$ cat src/rtl/btn_press_counter.sv
module btn_press_counter #(
  parameter int TICK_DIV = 50_000_000,
  parameter int CNT_W    = 4
) (
  input  logic             clk,
  input  logic             rst,
  input  logic             btn_i,
  output logic             press_o,
  output logic             release_o,
  output logic [CNT_W-1:0] count_o
);

  localparam int TW = (TICK_DIV > 1) ? $clog2(TICK_DIV) : 1;
  localparam logic [TW-1:0] TICK_LAST = TW'(TICK_DIV - 1);

  logic [1:0]    sync_q;
  logic [TW-1:0] tick_cnt;
  logic          samp_q;
  logic          level_q;

  wire tick   = (tick_cnt == TICK_LAST);
  wire stable = sync_q[1];
  wire accept = tick && (stable == samp_q) && (stable != level_q);

  always_ff @(posedge clk) begin
    if (rst) begin
      sync_q    <= '0;
      tick_cnt  <= '0;
      samp_q    <= 1'b0;
      level_q   <= 1'b0;
      press_o   <= 1'b0;
      release_o <= 1'b0;
      count_o   <= '0;
    end else begin
      sync_q    <= {sync_q[0], btn_i};
      tick_cnt  <= tick ? '0 : tick_cnt + TW'(1);
      if (tick)   samp_q  <= stable;
      if (accept) level_q <= stable;
      press_o   <= accept && stable;
      release_o <= accept && !stable;
      if (press_o) count_o <= count_o + CNT_W'(1);
    end
  end


  reset_clear_chk: assert property (@(posedge clk)
    rst |=> (count_o == '0 && !press_o && !release_o));


  press_width_chk: assert property (@(posedge clk) disable iff (rst)
    press_o |=> !press_o);


  release_width_chk: assert property (@(posedge clk) disable iff (rst)
    release_o |=> !release_o);


  pulse_excl_chk: assert property (@(posedge clk) disable iff (rst)
    !(press_o && release_o));


  count_step_chk: assert property (@(posedge clk) disable iff (rst)
    press_o |=> count_o == $past(count_o) + CNT_W'(1));


  count_hold_chk: assert property (@(posedge clk) disable iff (rst)
    !press_o |=> $stable(count_o));


  level_from_sample_chk: assert property (@(posedge clk) disable iff (rst)
    (level_q != $past(level_q)) |-> $past(tick));

endmodule

$ cat config.mk
export PLATFORM = sky130hd
export DESIGN_NAME = btn_press_counter
export DESIGN_NICKNAME = d
export VERILOG_FILES = /design/src/rtl/btn_press_counter.sv
export SDC_FILE = /design/constraint.sdc
export NUM_CORES = 1
export LEC_CHECK = 0
export ABC_AREA = 1
export BUFFER_PORTS_ARGS = -buffer_cell sky130_fd_sc_hd__buf_2
export CAP_MARGIN = 20
export CORE_AREA = 2 2 72 74
export DETAILED_ROUTE_END_ITERATION = 8
export DIE_AREA = 0 0 74 76
export GPL_ROUTABILITY_DRIVEN = 0
export GPL_TIMING_DRIVEN = 0
export PLACE_DENSITY = 0.53
export SLEW_MARGIN = 20
export SYNTH_ARGS = -nofsm -noshare
export SYNTH_HDL_FRONTEND = slang
export SYNTH_SLANG_ARGS = --single-unit
export TNS_END_PERCENT = 30
$ cat constraint.sdc
create_clock -name clk -period 1.95 [get_ports clk]
set_clock_uncertainty 0.15 [all_clocks]
set_input_delay 0.195 -clock clk [delete_from_list [all_inputs] [get_ports clk]]
set_output_delay 0.195 -clock clk [all_outputs]
set_load 0.02 [all_outputs]
==> flow_metrics.py <==
metrics = {
    "power": {
        "total_power_w": 0.00133,
        "p_leak_nw": 0.699,
        "irDropWorstVdd_v": 0.000323,
        "power.density_mw_per_mm2": 623,
    },
    "synthesis": {
        "synth_seq_cells": 36,
        "syn_area_sq_mm": 0.00189,
        "yosysUniqueCellTypes": 26,
        "ys_seq_area_frac": 0.381,
        "synth_top_family_by_area": "simple AND/OR/NAND/NOR gates",
        "synthSimpleGateAreaFrac": 0.433,
        "synth_fa_ha_area_frac": 0.0132,
        "netlist_instances": 280,
        "syn_avg_cell_area_sq_um": 6.75,
        "synth_compound_area_frac": 0.0556,
        "yosys.area_share.xor_xnor": 0.0417,
        "synthMuxAreaShare": 0,
        "synth_warnings": 0,
        "syn_nets": 285,
    },
    "clock_network": {
        "h-tree-depth": 2,
        "clk_latency_ns": 0.29,
        "path_clk_slew_ns": 0.08,
        "tritoncts": "yes",
        "clockBufferDepth": 2,
        "cts.root.buffer_cell": "clkbuf_8",
        "cts_made_buffers": 5,
        "post_cts_buffers": 0,
        "cts_sinks": 36,
    },
    "worst_setup_path": {
        "worst_ep_required_time_ns": 1.98,
        "cp_max_fo": 10,
        "crit_top_cell": "nand2_2",
        "critPathMaxStageDelay_ns": 0.37,
        "critPathKind": "reg2reg",
        "path_delay_family": "simple AND/OR/NAND/NOR gates",
        "crit_buf_inv": 2,
        "cp-end-kind": "flop",
        "cp_cell_sequence": "ha_2, nand3_4, clkinv_2, nand2_2, nor2_4, nand2_2, nand2_4, buf_6, nor2_1",
        "critPathSlowestCell": "dfxtp_1",
        "setup.worst_path.start_class": "flop",
        "crit_arrival_ns": 1.74,
    },
    "floorplan": {
        "start_util": 0.385,
        "rows": 26,
        "die-area_sq_mm": 0.00562,
        "core_sq_mm": 0.00491,
        "die_x_microns": 74,
        "io-pin-count": 9,
        "die_h_microns": 76,
    },
    "timing": {
        "tns_ns": 0,
        "min_period_over_period": 0.881,
        "period_needed_ns": 1.72,
        "worstMarginPinSlew_ns": 0.285,
        "rsz0062_at_grt": "false",
        "whs_ns": 0.256,
        "setup_viol": 0,
        "fmax_mhz": 582,
        "final_hold_viol_count": 0,
        "maxSlewHeadroom": 0.809,
        "slew_viol_final": 0,
    },
    "global_route": {
        "grtUsageMet2": 0.234,
        "grt_max_degree": 13,
        "grt_overflow": 0,
        "antenna_found_initial": 0,
        "grt.met1_usage": 0.244,
        "grt.total_usage": 0.165,
        "grt_pass1_wl_mm": 7.29,
        "grt_pass1_vias": 1573,
        "grt.busiest_layer": "met1",
        "grt_use_met3": 0.0450,
    },
    "outcome": {
        "status": "completed",
    },
    "placed_design": {
        "io_buffers": 8,
        "post-dp-hpwl_mm": 3.08,
        "dpl.cell_count": 358,
    },
    "finish": {
        "drive_gt1_frac": 0.157,
        "syn_to_final_growth_pct": 13.2,
        "layout.cells.non_filler": 369,
        "final_nets": 303,
        "final_common_cell": "nand2_1",
        "antennaDiodeCount": 0,
        "layout_common_cells": "nand2_1, nor2_1, dfxtp_1",
        "fin_util": 0.436,
    },
    "routing": {
        "ant_nets": 0,
        "wl_mm": 4.09,
        "dr.pass1.iters": 4,
        "drc": 0,
        "via_per_inst": 4.51,
        "drt_iter0_drc": 61,
        "wire_per_inst_microns": 11.1,
        "vias": 1665,
    },
    "hold_path": {
        "min_path_type": "reg2reg",
    },
    "run": {
        "drv_cap": 0,
    },
}
[cell usage after synthesis (all sizes together)]
master   n  area share
buf      2       0.017
nand3b   1      0.0060
inv     28       0.056
and2     1      0.0033
nand4    1      0.0033
dfxtp   36        0.38
nand3   19       0.062
xnor2    8       0.037
or2      4       0.013
clkinv   1      0.0026
nor3     1      0.0026
a21oi   17       0.045
o21ai    4       0.011
nand2   83        0.17
nor2    71        0.17
ha       2       0.013
xor2     1      0.0046
[worst min-delay path, stage by stage, from the launching register on]
cell     delay (ns)
dfxtp_1        0.30
inv_1          0.04
nor2_1         0.03
[sequential cells by signal (all words and copies together), names as in the netlist]
register / cells
sync_q: 2
samp_q: 1
tick_cnt: 26
press_o: 1
count_o: 4
level_q: 1
release_o: 1
[cell families (layout without fill, tap and decap cells)]
family	after synthesis	in the layout
buffers and inverters	31	50
DFF	36	36
AOI/OAI and AO/OA	21	21
adders and majority gates	2	2
xor gates and xnor gates	9	9
and+or+nand+nor	181	181
[per-layer routing]
metal | vias to the layer above | part of all wire
met5 | - | 0
met4 | 0 | 0.012
met3 | 4 | 0.031
met2 | 20 | 0.44
met1 | 741 | 0.51
li1 | 900 | -
[power breakdown]
group	leakage (nW)	switching [W]	internal (W)
clock network	0.0479	0.000287	0.000249
registers	0.291	0.00000752	0.000742
logic	0.360	0.0000262	0.0000208
[timing repair]
action / CTS / global route
gates resized for setup: 0 / 2
endpoints found under the setup margin: 0 / 12
hold buffers: 3 / 0
hold endpoints to repair: 3 / 0
[final cells by class]
type                       count  area, sq um
buffer                         2         31.3
clock buffer                   5         68.8
clock inverter                 3         18.8
fill                         529         2770
inverter                      29          110
multi-input combinational    213         1030
sequential                    36          722
tap                           70         87.6
timing repair buffer          11         70.1
[metrics by stage]
stage,worst slack [ns],cell area (sq um)
floorplan,0.364,1890
global placement,0.147,2020
detailed placement,0.151,2020
CTS,0.129,2140
global route,0.0488,2140
finish,0.232,2140
[final timing paths]
path	from	to	slack [ns]	depth (start not counted)
hold reg to reg	sync_q[0]	sync_q[1]	0.26	2
setup reg to reg	tick_cnt[1]	tick_cnt[10]	0.23	9
setup / recovery	tick_cnt[1]	tick_cnt[10]	0.23	9
hold / removal	sync_q[0]	sync_q[1]	0.26	2
(Power assumes the default switching activity.)
